### src/rtl/acc_ctl_pkg.sv
package acc_ctl_pkg;

  localparam int STAT_W = 8;

  typedef enum logic [STAT_W-1:0] {
    ST_IDLE   = 8'h00,
    ST_EXEC   = 8'h01,
    ST_WIPE_D = 8'h02,
    ST_WIPE_I = 8'h03,
    ST_LOCK   = 8'hFF
  } acc_state_e;

  typedef enum logic [1:0] {
    OP_NONE,
    OP_EXEC,
    OP_WIPE_D,
    OP_WIPE_I
  } acc_op_e;

endpackage

### src/rtl/acc_ctl_decode.sv
module acc_ctl_decode
  import acc_ctl_pkg::*;
#(
  parameter int              CMD_W       = 8,
  parameter logic [CMD_W-1:0] CODE_EXEC   = 8'hD8,
  parameter logic [CMD_W-1:0] CODE_WIPE_D = 8'hC3,
  parameter logic [CMD_W-1:0] CODE_WIPE_I = 8'h1E
) (
  input  logic [CMD_W-1:0] code,
  output acc_op_e          op
);

  always_comb begin
    if (code == CODE_EXEC)        op = OP_EXEC;
    else if (code == CODE_WIPE_D) op = OP_WIPE_D;
    else if (code == CODE_WIPE_I) op = OP_WIPE_I;
    else                          op = OP_NONE;
  end

endmodule

### src/rtl/acc_ctl_fsm.sv
module acc_ctl_fsm
  import acc_ctl_pkg::*;
(
  input  logic       clk,
  input  logic       rst,
  input  logic       cmd_we,
  input  acc_op_e    op,
  input  logic       fatal_evt,
  input  logic       sw_stop,
  input  logic       exec_done,
  input  logic       wipe_d_done,
  input  logic       wipe_i_done,
  output acc_state_e state_q,
  output logic [2:0] start_q,
  output logic       done_q,
  output logic       recov_q,
  output logic       locked_q
);

  acc_state_e state_d;
  logic [2:0] start_d;
  logic       done_d;
  logic       recov_d;

  always_comb begin
    state_d = state_q;
    start_d = 3'b000;
    done_d  = 1'b0;
    recov_d = 1'b0;
    if (state_q == ST_LOCK) begin
      state_d = ST_LOCK;
    end else if (fatal_evt) begin
      state_d = ST_LOCK;
    end else begin
      unique case (state_q)
        ST_IDLE: begin
          if (cmd_we) begin
            unique case (op)
              OP_EXEC:   begin state_d = ST_EXEC;   start_d = 3'b100; end
              OP_WIPE_D: begin state_d = ST_WIPE_D; start_d = 3'b010; end
              OP_WIPE_I: begin state_d = ST_WIPE_I; start_d = 3'b001; end
              default:   state_d = ST_IDLE;
            endcase
          end
        end
        ST_EXEC: begin
          if (sw_stop) begin
            state_d = ST_IDLE;
            done_d  = 1'b1;
            recov_d = 1'b1;
          end else if (exec_done) begin
            state_d = ST_IDLE;
            done_d  = 1'b1;
          end
        end
        ST_WIPE_D: begin
          if (wipe_d_done) begin
            state_d = ST_IDLE;
            done_d  = 1'b1;
          end
        end
        ST_WIPE_I: begin
          if (wipe_i_done) begin
            state_d = ST_IDLE;
            done_d  = 1'b1;
          end
        end
        default: state_d = ST_LOCK;
      endcase
    end
  end

  always_ff @(posedge clk) begin
    if (rst) begin
      state_q  <= ST_IDLE;
      start_q  <= 3'b000;
      done_q   <= 1'b0;
      recov_q  <= 1'b0;
      locked_q <= 1'b0;
    end else begin
      state_q  <= state_d;
      start_q  <= start_d;
      done_q   <= done_d;
      recov_q  <= recov_d;
      locked_q <= (state_d == ST_LOCK);
    end
  end

endmodule

### src/rtl/acc_ctl_errs.sv
module acc_ctl_errs #(
  parameter int N_SW       = 6,
  parameter int N_HW_FATAL = 6,
  parameter int ERR_W      = 32,
  parameter int FATAL_LSB  = 16,
  localparam int N_FATAL   = N_HW_FATAL + 2
) (
  input  logic                  clk,
  input  logic                  rst,
  input  logic                  idle,
  input  logic                  busy_exec,
  input  logic                  locked,
  input  logic                  ctrl_we,
  input  logic                  ctrl_d,
  input  logic                  clr_we,
  input  logic [N_SW-1:0]       sw_err,
  input  logic [N_HW_FATAL-1:0] hw_fatal,
  input  logic                  esc,
  output logic                  ctrl_q,
  output logic [ERR_W-1:0]      err_q,
  output logic [N_FATAL-1:0]    cause_q,
  output logic                  fatal_evt,
  output logic                  sw_stop
);

  logic [N_SW-1:0]    sw_new;
  logic               sw_hit;
  logic [N_FATAL-1:0] fatal_new;
  logic               clr;
  logic [ERR_W-1:0]   err_d;

  assign sw_new    = busy_exec ? sw_err : '0;
  assign sw_hit    = |sw_new;
  assign sw_stop   = sw_hit & ~ctrl_q;
  assign fatal_new = locked ? '0 : {sw_hit & ctrl_q, esc, hw_fatal};
  assign fatal_evt = |fatal_new;
  assign clr       = clr_we & idle;

  for (genvar b = 0; b < ERR_W; b++) begin : g_err
    if (b < N_SW) begin : g_sw
      assign err_d[b] = (clr ? 1'b0 : err_q[b]) | sw_new[b];
    end else if (b >= FATAL_LSB && b < FATAL_LSB + N_FATAL) begin : g_fatal
      assign err_d[b] = (clr ? 1'b0 : err_q[b]) | fatal_new[b-FATAL_LSB];
    end else begin : g_unused
      assign err_d[b] = 1'b0;
    end
  end

  always_ff @(posedge clk) begin
    if (rst) begin
      err_q   <= '0;
      cause_q <= '0;
      ctrl_q  <= 1'b0;
    end else if (!locked) begin
      err_q   <= err_d;
      cause_q <= cause_q | fatal_new;
      if (ctrl_we && idle) ctrl_q <= ctrl_d;
    end
  end

endmodule

### src/rtl/acc_ctl.sv
module acc_ctl
  import acc_ctl_pkg::*;
#(
  parameter int               CMD_W       = 8,
  parameter int               N_SW        = 6,
  parameter int               N_HW_FATAL  = 6,
  parameter int               ERR_W       = 32,
  parameter int               FATAL_LSB   = 16,
  parameter logic [CMD_W-1:0] CODE_EXEC   = 8'hD8,
  parameter logic [CMD_W-1:0] CODE_WIPE_D = 8'hC3,
  parameter logic [CMD_W-1:0] CODE_WIPE_I = 8'h1E,
  localparam int              N_FATAL     = N_HW_FATAL + 2
) (
  input  logic                  clk,
  input  logic                  rst,
  input  logic                  cmd_we_i,
  input  logic [CMD_W-1:0]      cmd_i,
  input  logic                  ctrl_we_i,
  input  logic                  ctrl_i,
  input  logic                  err_clr_i,
  input  logic [N_SW-1:0]       sw_err_i,
  input  logic [N_HW_FATAL-1:0] hw_fatal_i,
  input  logic                  esc_i,
  input  logic                  exec_done_i,
  input  logic                  wipe_d_done_i,
  input  logic                  wipe_i_done_i,
  output logic                  exec_start_o,
  output logic                  wipe_d_start_o,
  output logic                  wipe_i_start_o,
  output logic [STAT_W-1:0]     status_o,
  output logic                  ctrl_o,
  output logic [ERR_W-1:0]      err_o,
  output logic [N_FATAL-1:0]    fatal_cause_o,
  output logic                  done_o,
  output logic                  alert_fatal_o,
  output logic                  alert_recov_o
);

  acc_op_e    op;
  acc_state_e state_q;
  logic [2:0] start_q;
  logic       fatal_evt, sw_stop, locked_q;

  acc_ctl_decode #(
    .CMD_W(CMD_W), .CODE_EXEC(CODE_EXEC),
    .CODE_WIPE_D(CODE_WIPE_D), .CODE_WIPE_I(CODE_WIPE_I)
  ) u_dec (
    .code(cmd_i),
    .op  (op)
  );

  acc_ctl_errs #(
    .N_SW(N_SW), .N_HW_FATAL(N_HW_FATAL), .ERR_W(ERR_W), .FATAL_LSB(FATAL_LSB)
  ) u_errs (
    .clk      (clk),
    .rst      (rst),
    .idle     (state_q == ST_IDLE),
    .busy_exec(state_q == ST_EXEC),
    .locked   (locked_q),
    .ctrl_we  (ctrl_we_i),
    .ctrl_d   (ctrl_i),
    .clr_we   (err_clr_i),
    .sw_err   (sw_err_i),
    .hw_fatal (hw_fatal_i),
    .esc      (esc_i),
    .ctrl_q   (ctrl_o),
    .err_q    (err_o),
    .cause_q  (fatal_cause_o),
    .fatal_evt(fatal_evt),
    .sw_stop  (sw_stop)
  );

  acc_ctl_fsm u_fsm (
    .clk        (clk),
    .rst        (rst),
    .cmd_we     (cmd_we_i),
    .op         (op),
    .fatal_evt  (fatal_evt),
    .sw_stop    (sw_stop),
    .exec_done  (exec_done_i),
    .wipe_d_done(wipe_d_done_i),
    .wipe_i_done(wipe_i_done_i),
    .state_q    (state_q),
    .start_q    (start_q),
    .done_q     (done_o),
    .recov_q    (alert_recov_o),
    .locked_q   (locked_q)
  );

  assign status_o       = state_q;
  assign exec_start_o   = start_q[2];
  assign wipe_d_start_o = start_q[1];
  assign wipe_i_start_o = start_q[0];
  assign alert_fatal_o  = locked_q;

endmodule

### config.mk
export PLATFORM = sky130hd
export DESIGN_NAME = acc_ctl
export DESIGN_NICKNAME = d
export VERILOG_FILES = /design/src/rtl/acc_ctl_pkg.sv /design/src/rtl/acc_ctl_decode.sv /design/src/rtl/acc_ctl_fsm.sv /design/src/rtl/acc_ctl_errs.sv /design/src/rtl/acc_ctl.sv
export SDC_FILE = /design/constraint.sdc
export NUM_CORES = 1
export LEC_CHECK = 0
export ABC_AREA = 1
export CELL_PAD_IN_SITES_DETAIL_PLACEMENT = 2
export CELL_PAD_IN_SITES_GLOBAL_PLACEMENT = 2
export CORE_MARGIN = 4
export CORE_UTILIZATION = 18
export CTS_CLUSTER_DIAMETER = 100
export CTS_CLUSTER_SIZE = 40
export DETAILED_ROUTE_END_ITERATION = 6
export GPL_TIMING_DRIVEN = 0
export HOLD_SLACK_MARGIN = 0.1
export PLACE_DENSITY_LB_ADDON = 0.1
export SYNTH_ARGS = -nofsm -noshare
export SYNTH_HDL_FRONTEND = slang
export SYNTH_SLANG_ARGS = --single-unit
export TNS_END_PERCENT = 30
### constraint.sdc
create_clock -name clk -period 1.2 [get_ports clk]
set_input_delay 0.36 -clock clk [delete_from_list [all_inputs] [get_ports clk]]
set_output_delay 0.36 -clock clk [all_outputs]
set_load 0.02 [all_outputs]
==> summary.txt, run 1 <==
Timing
  – Unrepaired setup endpoints after global routing: true
  – Sum Neg Setup Slack: -4989 ps
  – Final Cycle Share: 1.217
  – Max Freq: 684.7 MHz
  – Crit path time final: 1460 ps
  – Final hold vios: 0
  – Final Skew: about 9.3 ps
  – Setup violators final: 32
  – Final WS setup: -260.4 ps
  – Final Max Slew Viols: 0

Logic synthesis
  – Synth unique cells: 24
  – Synth top area cells: dfxtp_1, nand2_1, buf_4
  – Avg Cell Area, Syn: 7.559 µm²
  – Syn Inst Count: 219
  – Simple-Gate Fraction of Synth Area: 0.2646
  – Yosys top cell area share: 0.4475
  – Largest family of logic cells by synthesized area: simple AND/OR/NAND/NOR gates
  – Mux contribution to synthesized area: 0
  – Synth Area in XOR/XNOR: 0
  – Synthesized flop and latch total: 37
  – Area leader, netlist: dfxtp_1
  – Synth Area in Adders: 0
  – Complex-gate fraction of the synthesized area: 0.1073
  – Synthesized area: between 1500 and 2000 µm²
  – Sequential fraction of the synthesis area: 0.4475
  – Warnings from Yosys: 0

Finish
  – Area delta synth->final: 63.72%
  – Final net count: 345
  – N_diodes: 0
  – Fill count: 1,058
  – Ratio of cells with drive above 1 in the final layout: 0.3797

Worst setup path
  – Critical-path maximum fanout: 5
  – Critical Path Sink Type: flop
  – FF-to-FF setup slack: -260 ps
  – CP required: 1370 ps
  – Setup CP Type: reg2reg
  – Crit path DAT: 1640 ps
  – Startpoint types: flop

CTS
  – CTS tree: yes
  – Skew-Pair Late Insertion Delay: around 290 ps
  – CTS Hold Bufs: 0
  – CTS H-Tree Depth: 2
  – Root Driver: clkbuf_8
  – TritonCTS Buffers: 5
  – Clock Sinks: 37
  – Clk buf depth: 2
  – Clock-pin slew on the worst setup and hold paths: 70 ps

Floorplan
  – Die Height: 103.9 µm
  – Die W: between 100 and 150 µm
  – Io pins: 85
  – Core Area: 8848 µm²
  – Initial Util: 0.1871
  – DIE AREA: 10,790 µm²
  – # rows: 34

Flow run
  – MaxCap Viol Count: 0

Drt
  – Initial DRC Count: 18
  – DRC: 0
  – DR vias/cell: 3.936
  – Vias: 1,669
  – DR pass1 iterations: 2
  – Final antenna-violating net count: 0
  – Total Wirelength: about 5400 µm
  – DR WL/cell: 12.83 µm

Placement
  – HPWL Detailed: about 4400 µm
  – Port bufs: 66
  – Place WS: -628.9 ps
  – Global placer's final weighted congestion: 0.6690

Power
  – Max VDD drop: roughly 0.00044 V
  – Leak: 1.255 nW
  – PD cells: 1024 nW/µm²

Global routing
  – Busiest grt layer: met2
  – M2 GR Usage: 0.1681
  – Met1 Use GR: 0.1238
  – Global-route wire length before repair: 8970 µm
  – Met3 usage: 0.04345
  – Initial antenna violation count: 0
  – GRT Total Usage: 0.1028
  – Gr ovfl total: 0
  – Largest net degree at the start of global routing: 13
  – Vias in the first global route: 1,820

Min path
  – Worst Hold Class: reg2reg

Status
  – Failing checks: setup timing
  – Status: complete, but fails checks
-- cells in the final DEF, fill, tap and decap left out, drive strengths merged --
cell	instances
clkdlybuf4s50	29
clkbuf	9
conb	18
nand3	14
o22ai	2
dfxtp	37
o21ai	5
o21a	1
buf	63
clkinv	2
nor3	2
inv	35
nor4	2
a21oi	25
nand4	5
nor2	23
nand2	44
-- registers in the layout, indices dropped and copies added (netlist names) --
| signal | cells |
|---|---|
| u_fsm.state_q | 8 |
| u_errs.cause_q | 8 |
| u_errs.ctrl_q | 1 |
| u_fsm.done_q | 1 |
| u_fsm.recov_q | 1 |
| u_fsm.start_q | 3 |
| u_errs.err_q | 14 |
| u_fsm.locked_q | 1 |
-- stage by stage --
step | power, W | std cells | hold slack, ps | instance area, µm² | utilization
after CTS | 0.002795 | 420 | 456.0 | 2561 | 0.2895
final | 0.002776 | 424 | 455.8 | 2710 | 0.3063
after global routing | 0.002931 | 424 | 486.6 | 2710 | 0.3063
after floorplan | 0.001604 | 236 | 429.1 | 1780 | -
after global placement | 0.001850 | 410 | 435.7 | 2576 | 0.2911
after detailed placement | 0.001858 | 410 | 443.5 | 2576 | 0.2911
-- per-layer routing --
layer,vias up,part of all wire
li1,844,-
met1,767,0.43
met3,6,0.076
met4,0,0.011
met5,-,0
met2,52,0.48
-- final timing paths --
check	from	end	cells after the start
max	u_fsm.state_q[5]	u_fsm.state_q[0]	11
min	u_errs.cause_q[0]	u_errs.cause_q[0]	2
max reg2reg	u_fsm.state_q[5]	u_fsm.state_q[0]	11
min reg2reg	u_errs.cause_q[0]	u_errs.cause_q[0]	2
-- Yosys cell counts (all sizes together) --
library cell,count
nand3,14
inv,35
conb,1
nand2,44
o22ai,2
nor2,23
a21oi,25
nor3,2
o21a,1
o21ai,5
nor4,2
nand4,5
buf,21
dfxtp,37
clkbuf,2
-- cell type report --
class,instances,area [µm²],share of cell area
flip-flops and latches,37,777.0,0.2867
clock buffers,6,82.58,0.03047
multi-input cells,141,784.5,0.2895
plain buffers,23,178.9,0.06602
inverters,35,131.4,0.04848
repair buffers,72,606.8,0.2239
clock inverters,2,13.76,0.005078
well taps,108,135.1,0.04986
-- worst max-delay path, cell delays in order (launching register included) --
cell and delay [ps]:
dfxtp_4 360, nor2_4 130, nand2_4 90, nor2_4 130, buf_6 130, o21ai_4 60
nand3_4 90, nand2_2 70, nand2_2 70, nor2_2 30, nor2_1 130, nor2_1 50
-- where the power goes --
| group | leakage, nW | total [W] | switching [W] | internal [W] |
|---|---|---|---|---|
| clock | 0.0512 | 0.000944 | 0.000478 | 0.000466 |
| combinational | 0.895 | 0.000524 | 0.000279 | 0.000245 |
| sequential | 0.309 | 0.00131 | 0.0000383 | 0.00127 |
| total | 1.25 | 0.00278 | 0.000796 | 0.00198 |
-- cell families (layout without fill, tap and decap cells) --
family | Yosys count | count (layout)
buffers and inverters | 58 | 138
AO/OA/AOI/OAI | 33 | 33
other | 1 | 18
flip-flops | 37 | 37
AND/OR/NAND/NOR | 90 | 90
-- timing repair --
action	in CTS	in global routing
resized for setup	164	44
setup endpoints to repair	71	55
buffers inserted	2	4
pin swaps	5	12
Note: power is estimated with default switching activity, not from simulation.
==> run 2, diff against run 1 <==
--- a/config.mk
+++ b/config.mk
@@ -15,7 +15,7 @@
 export DETAILED_ROUTE_END_ITERATION = 6
 export GPL_TIMING_DRIVEN = 0
 export HOLD_SLACK_MARGIN = 0.1
-export PLACE_DENSITY_LB_ADDON = 0.1
+export PLACE_DENSITY = 0.77
 export SYNTH_ARGS = -nofsm -noshare
 export SYNTH_HDL_FRONTEND = slang
 export SYNTH_SLANG_ARGS = --single-unit
==> run 2 against run 1 <==
Routed wire length up 4.4%. Register-to-register slack better by 40 ps. Die area unchanged. First-iteration DRC count up 110%. Power down 1.9%. Sequential share of layout area down 0.54 points. Final area up 1.2%. The flow still finishes with violations (setup timing). Fmax up 2.4%. Via count up 0.36%. Global-route usage up 0.24 points. Highest routed layer unchanged. Critical endpoint unchanged. Largest power group unchanged.
==> summary.txt, run 2 (same netlist as run 1, synthesis figures left out) <==
Status
  – Status: complete, but fails checks
  – Failing checks: setup timing

Finish
  – Fill count: 1,077
  – Ratio of cells with drive above 1 in the final layout: 0.3981
  – Final net count: 353
  – Area delta synth->final: 65.76%
  – Biggest regs: u_errs.err_q (14), u_errs.cause_q (8), u_fsm.state_q (8)
  – Non-Filler Instances: 432
  – Largest Register: u_errs.err_q
  – N_diodes: 0
  – Most frequent cells in the layout: buf_4, nand2_1, inv_1
  – FF+latch area: 772.0 µm²
  – Multi-input logic area: 785.8 µm²
  – Commonest non-fill, non-tap cell in the layout: buf_4
  – Final core occ: 0.3101
  – Max reg flops: 14

Worst setup path
  – Critical-path maximum fanout: 5
  – Largest stage delay, worst path: 450 ps
  – CP dominant cell by count: nor2_1
  – Setup CP Type: in2reg
  – Crit path cell chain: clkdlybuf4s50_1 > o21ai_1 > nand3_4 > nand2_4 > nand4_1 > nor2_1 > nor2_1
  – Startpoint types: input port
  – Slowest cell on the critical path: clkdlybuf4s50_1
  – Critical Path Sink Type: flop
  – Crit path DAT: 1600 ps
  – CP required: 1380 ps

Timing
  – Sum Neg Setup Slack: -4141 ps
  – Setup violators final: 31
  – Final hold vios: 0
  – Final Skew: 11.57 ps
  – Max Freq: 701.3 MHz
  – Final Max Slew Viols: 0
  – Final Cycle Share: 1.188
  – Crit path time final: 1426 ps
  – Unrepaired setup endpoints after global routing: true
  – Final WS setup: -225.9 ps

Placement
  – Global placer's final weighted congestion: about 0.74
  – Placed Cells: 410
  – Place WS: -646.4 ps
  – Port bufs: between 60 and 70
  – HPWL Detailed: between 4000 and 5000 µm

CTS
  – Clock Sinks: 37
  – Clk buf depth: 2
  – CTS Hold Bufs: 0
  – Skew-Pair Late Insertion Delay: 290 ps
  – CTS H-Tree Depth: 2
  – Root Driver: clkbuf_8
  – TritonCTS Buffers: 5
  – CTS tree: yes
  – Clock-pin slew on the worst setup and hold paths: 90 ps

Power
  – Tot Pwr: 0.002724 W
  – PD cells: 992.8 nW/µm²
  – Leak: 1.295 nW
  – Max VDD drop: roughly 0.00050 V

Floorplan
  – Die W: ~100 µm
  – Core Area: 8848 µm²
  – Die Height: around 100 µm
  – # rows: 34
  – Initial Util: 0.1871
  – Io pins: 85
  – DIE AREA: roughly 11,000 µm²

Global routing
  – Initial antenna violation count: 0
  – Vias in the first global route: 1,926
  – GRT Total Usage: 0.1053
  – Largest net degree at the start of global routing: 14
  – Global-route wire length before repair: about 9500 µm
  – Gr ovfl total: 0

Drt
  – DR pass1 iterations: 4
  – Final antenna-violating net count: 0
  – DR WL/cell: 13.15 µm
  – Vias: 1,675
  – DRC: 0
  – DR vias/cell: just under 4
  – Initial DRC Count: 38
  – Total Wirelength: 5681 µm

Min path
  – Worst Hold Class: in2reg

Flow run
  – MaxCap Viol Count: 0
==> run 2: metrics by stage <==
stage | hold WS [ps] | cell area [µm²]
floorplan | 429.1 | 1780
global placement | 438.0 | 2576
detailed placement | 446.7 | 2576
CTS | 457.2 | 2628
global route | 433.9 | 2744
finish | 420.2 | 2744
==> run 2: worst max-delay path: cells and delay by family <==
kind / cells / cell delay (ps)
simple gates: 5 / 560
buf+inv: 1 / 450
compound gates: 1 / 230
==> run 2: what timing repair did <==
action	CTS	global route
gates resized for setup	172	29
buffers inserted	9	5
endpoints found under the setup margin	71	48
pin swaps	13	9
==> run 2: area by class of cell <==
class,count,share of cell area
Inverter,35,0.04788
Multi-Input combinational cell,141,0.2864
Tap cell,108,0.04925
Clock inverter,3,0.007752
Clock buffer,5,0.02508
Sequential cell,37,0.2813
Timing Repair Buffer,80,0.2371
Buffer,23,0.06521
==> run 2: where the power goes <==
group	switching [W]	internal, W
registers	0.0000383	0.00127
logic	0.000284	0.000247
clock network	0.000473	0.000409
==> run 2: per-layer routing <==
metal | track usage | part of all wire | up-vias
met1 | 0.1254 | 0.42 | 772
met5 | 0 | 0 | -
li1 | - | - | 854
met4 | 0.01425 | 0.0039 | 0
met2 | 0.1927 | 0.52 | 45
met3 | 0.02855 | 0.055 | 4
==> run 2: worst paths after layout <==
path | endpoint | from | cells past startpoint | slack [ps]
worst max-delay path | u_fsm.state_q[0] | sw_err_i[3] | 7 | -230
worst min-delay path | u_fsm.start_q[1] | cmd_i[5] | 4 | 420
worst max register to register | u_fsm.state_q[0] | u_fsm.state_q[0] | 11 | -220
worst min register to register | u_errs.cause_q[6] | u_errs.cause_q[6] | 2 | 450
==> run 3, diff against run 2 <==
--- a/config.mk
+++ b/config.mk
@@ -6,6 +6,7 @@
 export NUM_CORES = 1
 export LEC_CHECK = 0
 export ABC_AREA = 1
+export CAP_MARGIN = 0
 export CELL_PAD_IN_SITES_DETAIL_PLACEMENT = 2
 export CELL_PAD_IN_SITES_GLOBAL_PLACEMENT = 2
 export CORE_MARGIN = 4
==> results of run 3 <==
The final DEF is identical to that of run 2; final timing and power are the same.
